**src/rtl/war_pkg.sv**
```systemverilog
package war_pkg;
  localparam int NSLOT_DEF = 2;
  localparam int NREG_DEF  = 8;
  localparam int MAXVL_DEF = 64;

  function automatic int idx_w(input int n);
    return (n > 1) ? $clog2(n) : 1;
  endfunction
endpackage

```
**src/rtl/war_slot_alloc.sv**
```systemverilog
module war_slot_alloc #(
  parameter int NSLOT = 2,
  parameter int SW    = 1
) (
  input  logic [NSLOT-1:0] busy,
  output logic             any_free,
  output logic [SW-1:0]    free_idx
);
  always_comb begin
    any_free = 1'b0;
    free_idx = '0;
    for (int i = NSLOT - 1; i >= 0; i--) begin
      if (!busy[i]) begin
        any_free = 1'b1;
        free_idx = SW'(i);
      end
    end
  end
endmodule

```
**src/rtl/war_slot_ctx.sv**
```systemverilog
module war_slot_ctx #(
  parameter int RW    = 3,
  parameter int CW    = 7,
  parameter int MAXVL = 64
) (
  input  logic             clk,
  input  logic             rst_n,
  input  logic             load,
  input  logic [RW-1:0]    ld_src_a,
  input  logic [RW-1:0]    ld_src_b,
  input  logic [CW-1:0]    ld_vl,
  input  logic [MAXVL-1:0] ld_mask,
  input  logic             rd_fire,
  input  logic             wr_fire,
  output logic             busy,
  output logic             rd_done,
  output logic             wr_done,
  output logic             rd_fin,
  output logic [CW-1:0]    rd_cnt,
  output logic [CW-1:0]    wr_cnt,
  output logic [RW-1:0]    src_a,
  output logic [RW-1:0]    src_b,
  output logic [MAXVL-1:0] mask
);
  logic [CW-1:0] vl_q;
  logic          wr_fin;

  assign rd_done = (rd_cnt == vl_q);
  assign wr_done = (wr_cnt == vl_q);
  assign rd_fin  = rd_done | (rd_fire & ((rd_cnt + CW'(1)) == vl_q));
  assign wr_fin  = wr_done | (wr_fire & ((wr_cnt + CW'(1)) == vl_q));

  always_ff @(posedge clk) begin
    if (!rst_n) begin
      busy   <= 1'b0;
      vl_q   <= '0;
      rd_cnt <= '0;
      wr_cnt <= '0;
      src_a  <= '0;
      src_b  <= '0;
      mask   <= '0;
    end else if (load) begin
      busy   <= 1'b1;
      vl_q   <= ld_vl;
      rd_cnt <= '0;
      wr_cnt <= '0;
      src_a  <= ld_src_a;
      src_b  <= ld_src_b;
      mask   <= ld_mask;
    end else begin
      if (rd_fire) rd_cnt <= rd_cnt + CW'(1);
      if (wr_fire) wr_cnt <= wr_cnt + CW'(1);
      if (busy && rd_fin && wr_fin) busy <= 1'b0;
    end
  end
endmodule

```
**src/rtl/war_conflict_track.sv**
```systemverilog
module war_conflict_track #(
  parameter int NSLOT = 2,
  parameter int RW    = 3,
  parameter int SW    = 1
) (
  input  logic                   clk,
  input  logic                   rst_n,
  input  logic                   load,
  input  logic [SW-1:0]          load_idx,
  input  logic [RW-1:0]          ld_dst,
  input  logic [NSLOT-1:0]       busy,
  input  logic [NSLOT-1:0]       rd_fin,
  input  logic [NSLOT*RW-1:0]    src_a,
  input  logic [NSLOT*RW-1:0]    src_b,
  output logic [NSLOT*NSLOT-1:0] conf
);
  logic [NSLOT-1:0] hit;
  logic [NSLOT-1:0] conf_q [NSLOT];

  always_comb begin
    for (int o = 0; o < NSLOT; o++) begin
      hit[o] = busy[o] & ~rd_fin[o] &
               ((src_a[o*RW +: RW] == ld_dst) | (src_b[o*RW +: RW] == ld_dst));
    end
  end

  for (genvar s = 0; s < NSLOT; s++) begin : g_row
    always_ff @(posedge clk) begin
      if (!rst_n) begin
        conf_q[s] <= '0;
      end else begin
        for (int o = 0; o < NSLOT; o++) begin
          if (load && (load_idx == SW'(s))) conf_q[s][o] <= hit[o];
          else if (!busy[s] || rd_fin[o])   conf_q[s][o] <= 1'b0;
        end
      end
    end
    assign conf[s*NSLOT +: NSLOT] = conf_q[s];
  end
endmodule

```
**src/rtl/war_gate.sv**
```systemverilog
module war_gate #(
  parameter int NSLOT = 2,
  parameter int CW    = 7
) (
  input  logic [NSLOT-1:0]       busy,
  input  logic [NSLOT-1:0]       rd_done,
  input  logic [NSLOT-1:0]       wr_done,
  input  logic [NSLOT-1:0]       rd_req,
  input  logic [NSLOT-1:0]       wr_req,
  input  logic [NSLOT*CW-1:0]    rd_cnt,
  input  logic [NSLOT*CW-1:0]    wr_cnt,
  input  logic [NSLOT*NSLOT-1:0] conf,
  output logic [NSLOT-1:0]       rd_fire,
  output logic [NSLOT-1:0]       wr_fire
);
  logic [NSLOT-1:0] wr_ok;

  always_comb begin
    for (int s = 0; s < NSLOT; s++) begin
      rd_fire[s] = rd_req[s] & busy[s] & ~rd_done[s];
    end
  end

  always_comb begin
    for (int s = 0; s < NSLOT; s++) begin
      wr_ok[s] = 1'b1;
      for (int o = 0; o < NSLOT; o++) begin
        if (conf[s*NSLOT + o] && !rd_done[o] &&
            !(rd_fire[o] && (wr_cnt[s*CW +: CW] < rd_cnt[o*CW +: CW]))) begin
          wr_ok[s] = 1'b0;
        end
      end
      wr_fire[s] = wr_req[s] & busy[s] & ~wr_done[s] & wr_ok[s];
    end
  end
endmodule

```
**src/rtl/war_overlap_interlock.sv**
```systemverilog
module war_overlap_interlock #(
  parameter  int NSLOT = war_pkg::NSLOT_DEF,
  parameter  int NREG  = war_pkg::NREG_DEF,
  parameter  int MAXVL = war_pkg::MAXVL_DEF,
  localparam int RW    = war_pkg::idx_w(NREG),
  localparam int SW    = war_pkg::idx_w(NSLOT),
  localparam int EW    = war_pkg::idx_w(MAXVL),
  localparam int CW    = $clog2(MAXVL + 1)
) (
  input  logic                   clk,
  input  logic                   rst_n,
  input  logic                   issue_valid,
  output logic                   issue_ready,
  input  logic [RW-1:0]          issue_dst,
  input  logic [RW-1:0]          issue_src_a,
  input  logic [RW-1:0]          issue_src_b,
  input  logic [CW-1:0]          issue_vl,
  output logic [SW-1:0]          issue_slot,
  input  logic                   mask_wr_en,
  input  logic [MAXVL-1:0]       mask_wr_data,
  input  logic [NSLOT-1:0]       rd_req,
  output logic [NSLOT-1:0]       rd_gnt,
  output logic [NSLOT*EW-1:0]    rd_elem,
  input  logic [NSLOT-1:0]       wr_req,
  output logic [NSLOT-1:0]       wr_gnt,
  output logic [NSLOT*EW-1:0]    wr_elem,
  output logic [NSLOT*MAXVL-1:0] slot_mask
);
  logic [MAXVL-1:0]       mask_q;
  logic                   any_free;
  logic [SW-1:0]          free_idx;
  logic                   accept;
  logic [NSLOT-1:0]       slot_busy;
  logic [NSLOT-1:0]       rd_done;
  logic [NSLOT-1:0]       wr_done;
  logic [NSLOT-1:0]       rd_fin;
  logic [NSLOT-1:0]       rd_fire;
  logic [NSLOT-1:0]       wr_fire;
  logic [NSLOT*CW-1:0]    rd_cnt_flat;
  logic [NSLOT*CW-1:0]    wr_cnt_flat;
  logic [NSLOT*RW-1:0]    src_a_flat;
  logic [NSLOT*RW-1:0]    src_b_flat;
  logic [NSLOT*NSLOT-1:0] conf_flat;

  always_ff @(posedge clk) begin
    if (!rst_n)          mask_q <= '0;
    else if (mask_wr_en) mask_q <= mask_wr_data;
  end

  war_slot_alloc #(.NSLOT(NSLOT), .SW(SW)) i_alloc (
    .busy     (slot_busy),
    .any_free (any_free),
    .free_idx (free_idx)
  );

  assign issue_ready = any_free;
  assign issue_slot  = free_idx;
  assign accept      = issue_valid & any_free;

  for (genvar s = 0; s < NSLOT; s++) begin : g_slot
    war_slot_ctx #(.RW(RW), .CW(CW), .MAXVL(MAXVL)) i_ctx (
      .clk      (clk),
      .rst_n    (rst_n),
      .load     (accept && (free_idx == SW'(s))),
      .ld_src_a (issue_src_a),
      .ld_src_b (issue_src_b),
      .ld_vl    (issue_vl),
      .ld_mask  (mask_q),
      .rd_fire  (rd_fire[s]),
      .wr_fire  (wr_fire[s]),
      .busy     (slot_busy[s]),
      .rd_done  (rd_done[s]),
      .wr_done  (wr_done[s]),
      .rd_fin   (rd_fin[s]),
      .rd_cnt   (rd_cnt_flat[s*CW +: CW]),
      .wr_cnt   (wr_cnt_flat[s*CW +: CW]),
      .src_a    (src_a_flat[s*RW +: RW]),
      .src_b    (src_b_flat[s*RW +: RW]),
      .mask     (slot_mask[s*MAXVL +: MAXVL])
    );
    assign rd_elem[s*EW +: EW] = rd_cnt_flat[s*CW +: EW];
    assign wr_elem[s*EW +: EW] = wr_cnt_flat[s*CW +: EW];
  end

  war_conflict_track #(.NSLOT(NSLOT), .RW(RW), .SW(SW)) i_track (
    .clk      (clk),
    .rst_n    (rst_n),
    .load     (accept),
    .load_idx (free_idx),
    .ld_dst   (issue_dst),
    .busy     (slot_busy),
    .rd_fin   (rd_fin),
    .src_a    (src_a_flat),
    .src_b    (src_b_flat),
    .conf     (conf_flat)
  );

  war_gate #(.NSLOT(NSLOT), .CW(CW)) i_gate (
    .busy    (slot_busy),
    .rd_done (rd_done),
    .wr_done (wr_done),
    .rd_req  (rd_req),
    .wr_req  (wr_req),
    .rd_cnt  (rd_cnt_flat),
    .wr_cnt  (wr_cnt_flat),
    .conf    (conf_flat),
    .rd_fire (rd_fire),
    .wr_fire (wr_fire)
  );

  assign rd_gnt = rd_fire;
  assign wr_gnt = wr_fire;
endmodule

```
**config.mk**
```make
export PLATFORM = sky130hd
export DESIGN_NAME = war_overlap_interlock
export DESIGN_NICKNAME = d
export VERILOG_FILES = /design/src/rtl/war_pkg.sv /design/src/rtl/war_slot_alloc.sv /design/src/rtl/war_slot_ctx.sv /design/src/rtl/war_conflict_track.sv /design/src/rtl/war_gate.sv /design/src/rtl/war_overlap_interlock.sv
export SDC_FILE = /design/constraint.sdc
export NUM_CORES = 1
export LEC_CHECK = 0
export BUFFER_PORTS_ARGS = -buffer_cell sky130_fd_sc_hd__buf_4
export CAP_MARGIN = 5
export CELL_PAD_IN_SITES_DETAIL_PLACEMENT = 1
export CELL_PAD_IN_SITES_GLOBAL_PLACEMENT = 1
export CORE_AREA = 2 2 156 158
export CTS_CLUSTER_SIZE = 28
export DETAILED_ROUTE_END_ITERATION = 8
export DIE_AREA = 0 0 158 160
export GPL_TIMING_DRIVEN = 0
export PLACE_DENSITY = 0.93
export REMOVE_ABC_BUFFERS = 1
export SYNTH_ARGS = -nofsm -noshare
export SYNTH_HDL_FRONTEND = slang
export SYNTH_SLANG_ARGS = --single-unit
```
**constraint.sdc**
```tcl
create_clock -name clk -period 5.28 [get_ports clk]
set_clock_uncertainty 0.2 [all_clocks]
set_input_delay 0 -clock clk [delete_from_list [all_inputs] [get_ports clk]]
set_output_delay 0 -clock clk [all_outputs]
set_load 0.01 [all_outputs]
```
==> impl_metrics.csv, run 1 <==
group,metric,value,unit
cts,cts_root_buf,"clkbuf_16",
logic_synthesis,avgSynthCellArea,10.6,um2
cts,htreeDepth,1,
setup_path,reg2reg_from,"g_slot[1].i_ctx.rd_cnt[5]",
logic_synthesis,synthArstFlopShare,0,%
global_route,grt_usage,32.5,%
setup_path,worstPathRequired,5.50,ns
setup_path,crit_path_end_kind,"flip-flop",
timing,finalCritPeriodShare,65.3,%
drt,wl_per_cell,26.2,um
setup_path,reg2reg_slack,1.83,ns
logic_synthesis,ys_seq_area_share,50.0,%
drt,wl_met1,15.2,mm
setup_path,worstPathMaxFanout,13,
timing,holdWs,0.0440,ns
floorplan,core,23800,um2
drt,ant_nets,0,
cts,cts_tree,"done",
logic_synthesis,synth-edff-count,4,
timing,worst_pin_slew,1.23,ns
drt,vias,9277,
floorplan,dieHeight,160,um
hold_path,hp-class,"primary input to flip-flop",
global_route,grt_max_degree,68,
logic_synthesis,synth_area_leaders,"dfxtp_1, a22o_1, mux2i_1, ha_1, nor2_1",
logic_synthesis,synthDominantCellAreaShare,48.8,%
placed_design,place.detailed.hpwl,23.0,mm
setup_path,start_kind,"flip-flop",
setup_path,worst_r2r_path_depth,8,
floorplan,die_w,158,um
logic_synthesis,yosysTopAreaCell,"dfxtp_1",
timing,relSlewSlack,18.2,%
timing,finalHoldViolCount,0,
logic_synthesis,syn_area,10200,um2
placed_design,placed_cells,1444,
layout,fillers,2497,
logic_synthesis,synth_common_cells,"dfxtp_1, a22o_1, nor2_1, mux2i_1, clkbuf_1",
global_route,antenna_found_initial,0,
setup_path,crit_type,"flip-flop to flip-flop",
cts,clk_pin_slew,0.07,ns
cts,clock_path_buffers,3,
layout,final_util,58.6,%
timing,setup-violations-final,0,
setup_path,arrival,3.67,ns
timing,clock.fmax,290,MHz
logic_synthesis,synth_seq_cells,252,
global_route,grt_pass1_vias,10300,
cts,cts_made_buffers,27,
logic_synthesis,synth.most_common_cell,"dfxtp_1",
drt,vias_per_cell,5.86,
cts,postCtsSetupBuffers,0,
timing,finalWorstSetupSlack,1.83,ns
timing,drv_slew,0,
drt,highest_layer,"met4",
logic_synthesis,ys_warn_count,0,
layout,drive_gt1_share,25.0,%
placed_design,place.port_buffers,245,
power,pwr_density_cell,373,nW/um2
power,p_leak,6.22,nW
drt,first_pass_iters,5,
job,drv_cap,0,
drt,met2_length,21.1,mm
timing,rsz0062_at_grt,"no",
drt,first_iter_violations,664,
logic_synthesis,synth_cell_types,59,
floorplan,start_util,42.7,%
layout,syn_to_final_growth,37.1,%
setup_path,r2r-end,"g_slot[0].i_ctx.busy",
placed_design,dp_slack,2.28,ns
placed_design,gp_congestion,0.842,
cts,cts_sinks,252,
setup_path,endpoint,"g_slot[0].i_ctx.busy",
drt,wl_met3,3.38,mm
cts,holdBufCountCts,88,
global_route,grt_pass1_wl,63.2,mm
floorplan,dieArea,25300,um2
drt,drc,0,
timing,layout_min_cycle_time,3.45,ns
global_route,globalRoute.totalOverflow,0,
floorplan,pin_count,246,
cts,cts_resized,0,
cts,worstSkewPairLatency,0.53,ns
setup_path,cp-startpoint,"g_slot[1].i_ctx.rd_cnt[5]",
logic_synthesis,synth_ff_type,"dfxtp_1",
floorplan,core.rowCount,57,
layout,final_nets,1353,
layout,fin_cells,1582,
drt,drt_wl_total,41.5,mm
power,irDropWorstVdd,300,uV
status,status,"completed",
logic_synthesis,syn_inst,962,
layout,diodes,0,
-- power by group --
group | switching (mW) | total (mW) | internal (mW)
registers | 0.163 | 2.21 | 2.04
clock network | 0.862 | 1.99 | 1.13
logic | 0.566 | 1.00 | 0.439
total | 1.59 | 5.20 | 3.61
-- state kept, by name (all words and copies together) (netlist names) --
register	count
g_slot.i_ctx.busy	2
g_slot.i_ctx.mask	128
g_slot.i_ctx.rd_cnt	14
g_slot.i_ctx.src_a	6
g_slot.i_ctx.src_b	6
g_slot.i_ctx.vl_q	14
g_slot.i_ctx.wr_cnt	14
i_track.conf_q	4
mask_q	64
-- cell families (layout without fill, tap and decap cells) --
group                    Yosys count  count (layout)  synth area share (%)
buffers and inverters            112             407                  5.37
flip-flops                       252             252                  50.0
other                              1               2                0.0369
multiplexers                      69              69                  6.79
AND/OR/NAND/NOR                  200             200                  9.78
XOR/XNOR                          69              69                  6.09
adder cells (fa/ha/maj)           28              28                  3.44
AO/OA/AOI/OAI                    231             231                  18.5
-- routing by layer --
metal  track usage, %  vias up
li1                 -     4014
met1             36.3     4663
met2             57.3      476
met3             8.74      124
met4             14.3        0
met5                0        -
-- how the worst min path moves through the flow --
stage | start | end | slack, ns | cells past startpoint
6_report | issue_src_a[1] | g_slot[1].i_ctx.src_a[1] | 0.04 | 3
3_3_place_gp | issue_src_b[0] | g_slot[1].i_ctx.src_b[0] | 0.02 | 2
3_5_place_dp | issue_vl[1] | g_slot[1].i_ctx.vl_q[1] | 0.03 | 2
2_1_floorplan | issue_vl[3] | g_slot[1].i_ctx.vl_q[3] | -0.09 | 2
5_1_grt | issue_src_a[2] | g_slot[1].i_ctx.src_a[2] | 0.04 | 3
4_1_cts | issue_dst[0] | i_track.conf_q[1][0] | 0.01 | 4
-- worst max-delay path: stages, from the launching register on --
cell and delay [ns]:
dfxtp_1 0.46, inv_1 0.20, ha_1 0.39, and3_1 0.24
a211o_1 0.29, o311a_1 0.51, nor4_1 0.37, o31ai_1 0.11
dlygate4sd3_1 0.57
-- layout make-up --
| class | instances | area, um2 | area share [%] |
|---|---|---|---|
| inverters | 16 | 62.6 | 0.448 |
| flip-flops and latches | 252 | 5080 | 36.5 |
| well taps | 324 | 405 | 2.91 |
| multi-input cells | 599 | 4580 | 32.8 |
| clock inverters | 15 | 144 | 1.03 |
| repair buffers | 341 | 2910 | 20.9 |
| clock buffers | 35 | 767 | 5.50 |
-- per-stage QoR --
stage | cell area [um2] | power (mW) | TNS, ns
after global placement | 11900 | 3.03 | -379.81
after floorplan | 9690 | 2.65 | 0
after CTS | 13900 | 5.15 | 0
after detailed placement | 12200 | 3.12 | 0
after global routing | 13900 | 5.37 | 0
final | 13900 | 5.20 | 0
-- cell usage in the layout, fill, tap and decap left out, drive strengths merged, types with 3 or more instances in the layout --
master and count:
clkbuf 35, clkinvlp 4, a21oi 17, a211oi 7
a211o 4, and3 11, nand2 27, nand3b 3
and2 3, nor2b 5, nor4 7, nand4 12
nand2b 6, xor2 39, o21ai 11, edfxtp 4
inv 19, dfxtp 248, xnor2 30, mux2i 69
buf 253, a21o 3, nor3 5, clkinv 6
dlygate4sd3 88, or3 3, a31oi 4, o31ai 12
a22o 154, nor2 88, or4 9, nand3 14
ha 28
No activity file was read; power rests on OpenSTA's default activity.
==> run 2: changes to the inputs <==
--- a/config.mk
+++ b/config.mk
@@ -9,12 +9,12 @@
 export CAP_MARGIN = 5
 export CELL_PAD_IN_SITES_DETAIL_PLACEMENT = 1
 export CELL_PAD_IN_SITES_GLOBAL_PLACEMENT = 1
-export CORE_AREA = 2 2 156 158
+export CORE_AREA = 2 2 169 171
 export CTS_CLUSTER_SIZE = 28
 export DETAILED_ROUTE_END_ITERATION = 8
-export DIE_AREA = 0 0 158 160
+export DIE_AREA = 0 0 171 173
 export GPL_TIMING_DRIVEN = 0
-export PLACE_DENSITY = 0.93
+export PLACE_DENSITY = 0.85
 export REMOVE_ABC_BUFFERS = 1
 export SYNTH_ARGS = -nofsm -noshare
 export SYNTH_HDL_FRONTEND = slang
==> constraint.sdc (replaced) <==
create_clock -name clk -period 3 [get_ports clk]
set_clock_uncertainty 0.2 [all_clocks]
set_input_delay 0 -clock clk [delete_from_list [all_inputs] [get_ports clk]]
set_output_delay 0 -clock clk [all_outputs]
set_load 0.01 [all_outputs]
==> run 2 against run 1 <==
Non-clock buffer count up 12. Maximum frequency is 18% higher. Critical path type unchanged. Cell count increased by 4.2%. Highest routed layer unchanged. Hold slack got worse by 0.038 ns. Clock-buffer cell count up 2. Combinational power up 75%. Routed wire length decreased by 10%. Global-route usage is 7.9 points lower.
==> impl_metrics.csv, run 2 (synthesis results as in run 1) <==
group,metric,value,unit
status,status,"completed",
hold_path,worst_hold_path.endpoint,"mask_q[6]",
timing,worst_pin_slew,1.25,ns
drt,first_pass_iters,5,
power,pwr_density_cell,648,nW/um2
job,drv_cap,0,
drt,ant_nets,0,
timing,relSlewSlack,16.5,%
setup_path,cp_num_buf_inv,2,
layout,layout_common_cells,"buf_4, dfxtp_1, a22o_1, dlygate4sd3_1, nor2_1",
layout,top_register,"g_slot.i_ctx.mask",
power,p_leak,6.32,nW
placed_design,place_area,12200,um2
timing,setup-violations-final,0,
floorplan,dieHeight,173,um
setup_path,path_delay_family,"compound AO/OA/AOI/OAI gates",
layout,mostFrequentLayoutCell,"buf_4",
cts,cts_tree,"done",
layout,final_cell_area,14200,um2
power,p_clk_share,39.0,%
drt,vias,8920,
placed_design,place.detailed.hpwl,21.5,mm
global_route,grt_pass1_vias,9870,
setup_path,critPathSlowestCell,"or4_1",
setup_path,reg2reg_from,"g_slot[0].i_ctx.rd_cnt[1]",
timing,clock.fmax,344,MHz
setup_path,slowest_delay,0.46,ns
setup_path,reg2reg_slack,0.09,ns
placed_design,place.port_buffers,245,
timing,finalHoldViolCount,0,
layout,multi_input_area,4610,um2
setup_path,worst_r2r_path_depth,9,
global_route,globalRoute.totalOverflow,0,
cts,htreeDepth,1,
power,p_seq_share,42.0,%
cts,cts_made_buffers,28,
floorplan,start_util,36.8,%
timing,holdWs,0.00621,ns
floorplan,core.rowCount,61,
setup_path,start_kind,"flip-flop",
floorplan,core,27600,um2
setup_path,worstPathMaxFanout,8,
cts,clock_path_buffers,3,
cts,worstSkewPairLatency,0.55,ns
layout,syn_to_final_growth,39.8,%
layout,drive_gt1_share,26.8,%
floorplan,dieArea,29600,um2
setup_path,crit_chain,"inv_1 > ha_1 > a211o_1 > a31oi_1 > o21ai_1 > a311o_2 > buf_12 > or4_1 > a21oi_1",
power,swShare,29.3,%
global_route,antenna_found_initial,2,
layout,fillers,2950,
layout,fin_cells,1649,
power,p_sw,2.70,mW
setup_path,arrival,3.16,ns
setup_path,worstPathRequired,3.25,ns
layout,seq_area,5110,um2
cts,cts_root_buf,"clkbuf_16",
hold_path,hp-class,"primary input to flip-flop",
setup_path,crit_path_end_kind,"flip-flop",
placed_design,placed_cells,1497,
placed_design,gp_congestion,0.867,
layout,reg.largest.list,"g_slot.i_ctx.mask (128), mask_q (64)",
timing,layout_min_cycle_time,2.91,ns
cts,clk_pin_slew,0.06,ns
global_route,grt_usage,24.5,%
hold_path,hold_depth,3,
hold_path,hp-start,"mask_wr_en",
global_route,grt_max_degree,68,
floorplan,pin_count,246,
drt,vias_per_cell,5.41,
power,power,9.22,mW
cts,cts_sinks,252,
global_route,grt_pass1_wl,57.6,mm
timing,drv_slew,0,
drt,drt_wl_total,37.3,mm
timing,finalCritPeriodShare,97.0,%
setup_path,crit_type,"flip-flop to flip-flop",
drt,wl_per_cell,22.6,um
layout,final_nets,1366,
power,comb_power_share,19.0,%
power,irDropWorstVdd,514,uV
drt,first_iter_violations,458,
layout,largest_reg_flops,128,
power,intPower,6.52,mW
drt,drc,0,
setup_path,r2r-end,"g_slot[0].i_ctx.wr_cnt[5]",
floorplan,die_w,171,um
## run 2: changes by cell type in the layout (fill, tap and decap cells not counted), moves of 3 or more
cell           previous run  this run
dlygate4sd3_1            88        97
dfxtp_2                   0        15
buf_16                    4         1
dfxtp_1                 248       231
clkinvlp_4                4         0
buf_12                    4         8
## run 2: power groups by stage
stage	registers [mW]	logic [mW]	clock network, mW
after floorplan	3.89	0.774	0
after global placement	3.90	1.45	0
final	3.87	1.75	3.59
after CTS	3.85	1.68	3.63
after global routing	3.90	1.88	3.80
after detailed placement	3.91	1.55	0
## run 2: tightest hold or removal path, cell delays in order
cell	delay (ns)
buf_4	0.38
mux2i_1	0.24
nor2_1	0.08
## run 2: worst max path at each step
| stage | endpoint | cells past startpoint | from |
|---|---|---|---|
| 2_1_floorplan | g_slot[1].i_ctx.mask[0] | 3 | rst_n |
| 3_3_place_gp | g_slot[1].i_ctx.mask[13] | 4 | rst_n |
| 3_5_place_dp | g_slot[1].i_ctx.wr_cnt[6] | 8 | g_slot[1].i_ctx.rd_cnt[4] |
| 4_1_cts | wr_gnt[1] | 8 | g_slot[1].i_ctx.rd_cnt[4] |
| 5_1_grt | wr_gnt[0] | 8 | g_slot[1].i_ctx.rd_cnt[2] |
| 6_report | g_slot[0].i_ctx.wr_cnt[5] | 9 | g_slot[0].i_ctx.rd_cnt[1] |
## run 2: layout make-up
class / instances / share of cell area [%]
Antenna cell: 2 / 0.0352
Clock buffer: 37 / 5.59
Clock inverter: 12 / 1.09
Inverter: 16 / 0.440
Multi-Input combinational cell: 599 / 32.4
Sequential cell: 252 / 35.9
Tap cell: 378 / 3.32
Timing Repair Buffer: 353 / 21.2
## run 2: what timing repair did
item,in CTS,in global routing
endpoints found under the setup margin,6,3
pin swaps,1,2
endpoints found under the hold margin,139,0
buffers inserted,0,4
hold buffers,97,0
resized for setup,17,12
## run 2: metrics by stage
stage	setup WS [ns]	util [%]	TNS [ns]
4_1_cts	0.00161	51.1	0
5_1_grt	-0.0257	51.5	-0.0309
6_report	0.0892	51.5	0
3_3_place_gp	-5.32	43.4	-782.09
2_1_floorplan	-1.29	-	-173.16
3_5_place_dp	-0.0398	44.1	-0.0398
## run 2: per-layer routing
metal / part of all wire (%) / wire length (um) / GRT usage (%)
met5: 0 / 0 / 0
met4: 2.6 / 975 / 6.74
met3: 7.8 / 2920 / 7.14
met2: 50 / 18800 / 43.3
met1: 39 / 14600 / 28.7
==> run 3: changes to the inputs <==
--- a/config.mk
+++ b/config.mk
@@ -9,12 +9,12 @@
 export CAP_MARGIN = 5
 export CELL_PAD_IN_SITES_DETAIL_PLACEMENT = 1
 export CELL_PAD_IN_SITES_GLOBAL_PLACEMENT = 1
-export CORE_AREA = 2 2 169 171
+export CORE_AREA = 2 2 161 163
 export CTS_CLUSTER_SIZE = 28
 export DETAILED_ROUTE_END_ITERATION = 8
-export DIE_AREA = 0 0 171 173
+export DIE_AREA = 0 0 163 165
 export GPL_TIMING_DRIVEN = 0
-export PLACE_DENSITY = 0.85
+export PLACE_DENSITY = 0.89
 export REMOVE_ABC_BUFFERS = 1
 export SYNTH_ARGS = -nofsm -noshare
 export SYNTH_HDL_FRONTEND = slang
==> constraint.sdc (replaced) <==
create_clock -name clk -period 3.04 [get_ports clk]
set_clock_uncertainty 0.2 [all_clocks]
set_input_delay 0 -clock clk [delete_from_list [all_inputs] [get_ports clk]]
set_output_delay 0 -clock clk [all_outputs]
set_load 0.01 [all_outputs]
==> run 3 against run 2 <==
The run now ends with negative hold slack left. Largest power group unchanged. Cell count fell by 3.5%. Design area shrank 1.6%. Clock-buffer cell count up 4. Sequential power shrank 1%. Global-route usage up 2.9 points. Routed wire length increased by 1.9%. Critical endpoint is now wr_gnt[0]. Via count is the same. Combinational power is essentially flat. Hold slack worse by 0.026 ns. Core utilization rose by 4.4 points. Sequential share of layout area is 0.51 points higher. Non-clock buffer count down 9.
==> impl_metrics.csv, run 3 (synthesis results as in run 1) <==
group,metric,value,unit
timing,holdWs,-0.0202,ns
cts,cts_made_buffers,27,
setup_path,crit_chain,"inv_1 > ha_1 > and3_1 > a211o_1 > o311a_4 > nor2_2 > buf_4",
placed_design,place.detailed.hpwl,21.9,mm
setup_path,crit_path_end_kind,"primary output",
global_route,grt_max_degree,68,
drt,vias,8920,
floorplan,dieHeight,165,um
setup_path,worstPathMaxFanout,13,
cts,clock_path_buffers,3,
timing,finalHoldViolCount,5,
status,violations,"negative hold slack",
layout,mostFrequentLayoutCell,"buf_4",
cts,worstSkewPairLatency,0.55,ns
drt,drt_wl_total,38.0,mm
cts,cts_root_buf,"clkbuf_16",
cts,clk_pin_slew,0.06,ns
placed_design,place_area,12100,um2
layout,reg.largest.list,"g_slot.i_ctx.mask (128), mask_q (64)",
layout,final_nets,1357,
hold_path,hp-class,"primary input to flip-flop",
cts,cts_sinks,252,
drt,ant_nets,0,
layout,layout_common_cells,"buf_4, dfxtp_1, a22o_1, dlygate4sd3_1, nor2_1",
layout,top_register,"g_slot.i_ctx.mask",
timing,drv_slew,0,
floorplan,pin_count,246,
cts,cts_tree,"done",
power,power,8.91,mW
setup_path,crit_type,"flip-flop to primary output",
timing,worst_pin_slew,1.22,ns
layout,final_cell_area,14000,um2
timing,setup-violations-final,0,
layout,drive_gt1_share,26.1,%
global_route,grt_usage,27.4,%
floorplan,core.rowCount,58,
status,status,"finished with violations",
layout,largest_reg_flops,128,
floorplan,start_util,40.6,%
drt,first_pass_iters,4,
timing,finalCritPeriodShare,96.4,%
layout,syn_to_final_growth,37.5,%
floorplan,core,25000,um2
setup_path,arrival,2.73,ns
placed_design,place.port_buffers,245,
job,drv_cap,0,
drt,first_iter_violations,470,
drt,vias_per_cell,5.60,
setup_path,critPathSlowestCell,"o311a_4",
timing,layout_min_cycle_time,2.93,ns
cts,htreeDepth,1,
global_route,grt_pass1_wl,57.3,mm
setup_path,path_delay_family,"compound AO/OA/AOI/OAI gates",
timing,clock.fmax,341,MHz
floorplan,die_w,163,um
drt,wl_per_cell,23.8,um
placed_design,gp_congestion,0.857,
power,pwr_density_cell,637,nW/um2
drt,drc,0,
setup_path,worstPathRequired,2.84,ns
global_route,antenna_found_initial,0,
setup_path,start_kind,"flip-flop",
floorplan,dieArea,26900,um2
power,irDropWorstVdd,810,uV
timing,relSlewSlack,18.8,%
layout,diodes,0,
global_route,grt_pass1_vias,9826,
setup_path,slowest_delay,0.45,ns
layout,final_util,55.9,%
global_route,globalRoute.totalOverflow,0,
setup_path,cp_num_buf_inv,2,
power,p_leak,6.24,nW
timing,rsz0062_at_grt,"no",
run 3: what timing repair did:
item,CTS,global route
pin swaps,1,2
buffers inserted,0,2
hold buffers,90,0
endpoints found under the hold margin,137,0
gates resized for setup,8,9
setup endpoints to repair,2,13
gates cloned,0,1
run 3: area by class of cell:
class                      count  area, um2
fill                        2626      11000
inverter                      16       62.6
multi-input combinational    600       4600
clock buffer                  41        818
timing repair buffer         344       2910
clock inverter                 9       87.6
sequential                   252       5100
tap                          330        413
run 3: per-layer routing:
metal	GRT usage [%]	share of wire, %	vias up
met5	0	0	-
met3	8.56	7.8	110
met1	30.2	39	4430
met4	11.9	4.2	0
li1	-	-	4029
met2	48.6	49	351
run 3: path summary, 6_finish.rpt:
| kind | start | end | slack [ns] | depth (start not counted) |
|---|---|---|---|---|
| worst min register to register | g_slot[0].i_ctx.mask[12] | g_slot[0].i_ctx.mask[12] | 0.28 | 1 |
| worst max register to register | g_slot[1].i_ctx.rd_cnt[4] | g_slot[0].i_ctx.wr_cnt[6] | 0.19 | 7 |
| worst min-delay path | wr_req[1] | g_slot[1].i_ctx.wr_cnt[0] | -0.02 | 5 |
| worst max-delay path | g_slot[1].i_ctx.rd_cnt[4] | wr_gnt[0] | 0.11 | 7 |
run 3: worst reg2reg max path, delay by kind of cell (launching register included):
family	cells	cell delay, ns
and+or+nand+nor	2	0.72
AOI/OAI and AO/OA	3	0.94
buffers and inverters	1	0.14
DFF	1	0.44
adders and majority gates	1	0.32
run 3: stage by stage:
stage	setup TNS, ns	setup slack [ns]	instances	hold slack, ns
after global placement	-763.86	-5.31	1442	0.0207
after CTS	0	0.0276	1589	0.0238
after global routing	0	0.0191	1592	0.0122
final	0	0.111	1592	-0.0202
after floorplan	-166.80	-1.25	867	-0.0914
after detailed placement	0	0.00879	1449	0.0286
run 3: power breakdown:
group / switching, mW / total, mW / internal [mW]
Clock: 1.42 / 3.37 / 1.95
Combinational: 0.965 / 1.72 / 0.754
Sequential: 0.270 / 3.82 / 3.55
Total: 2.66 / 8.91 / 6.26
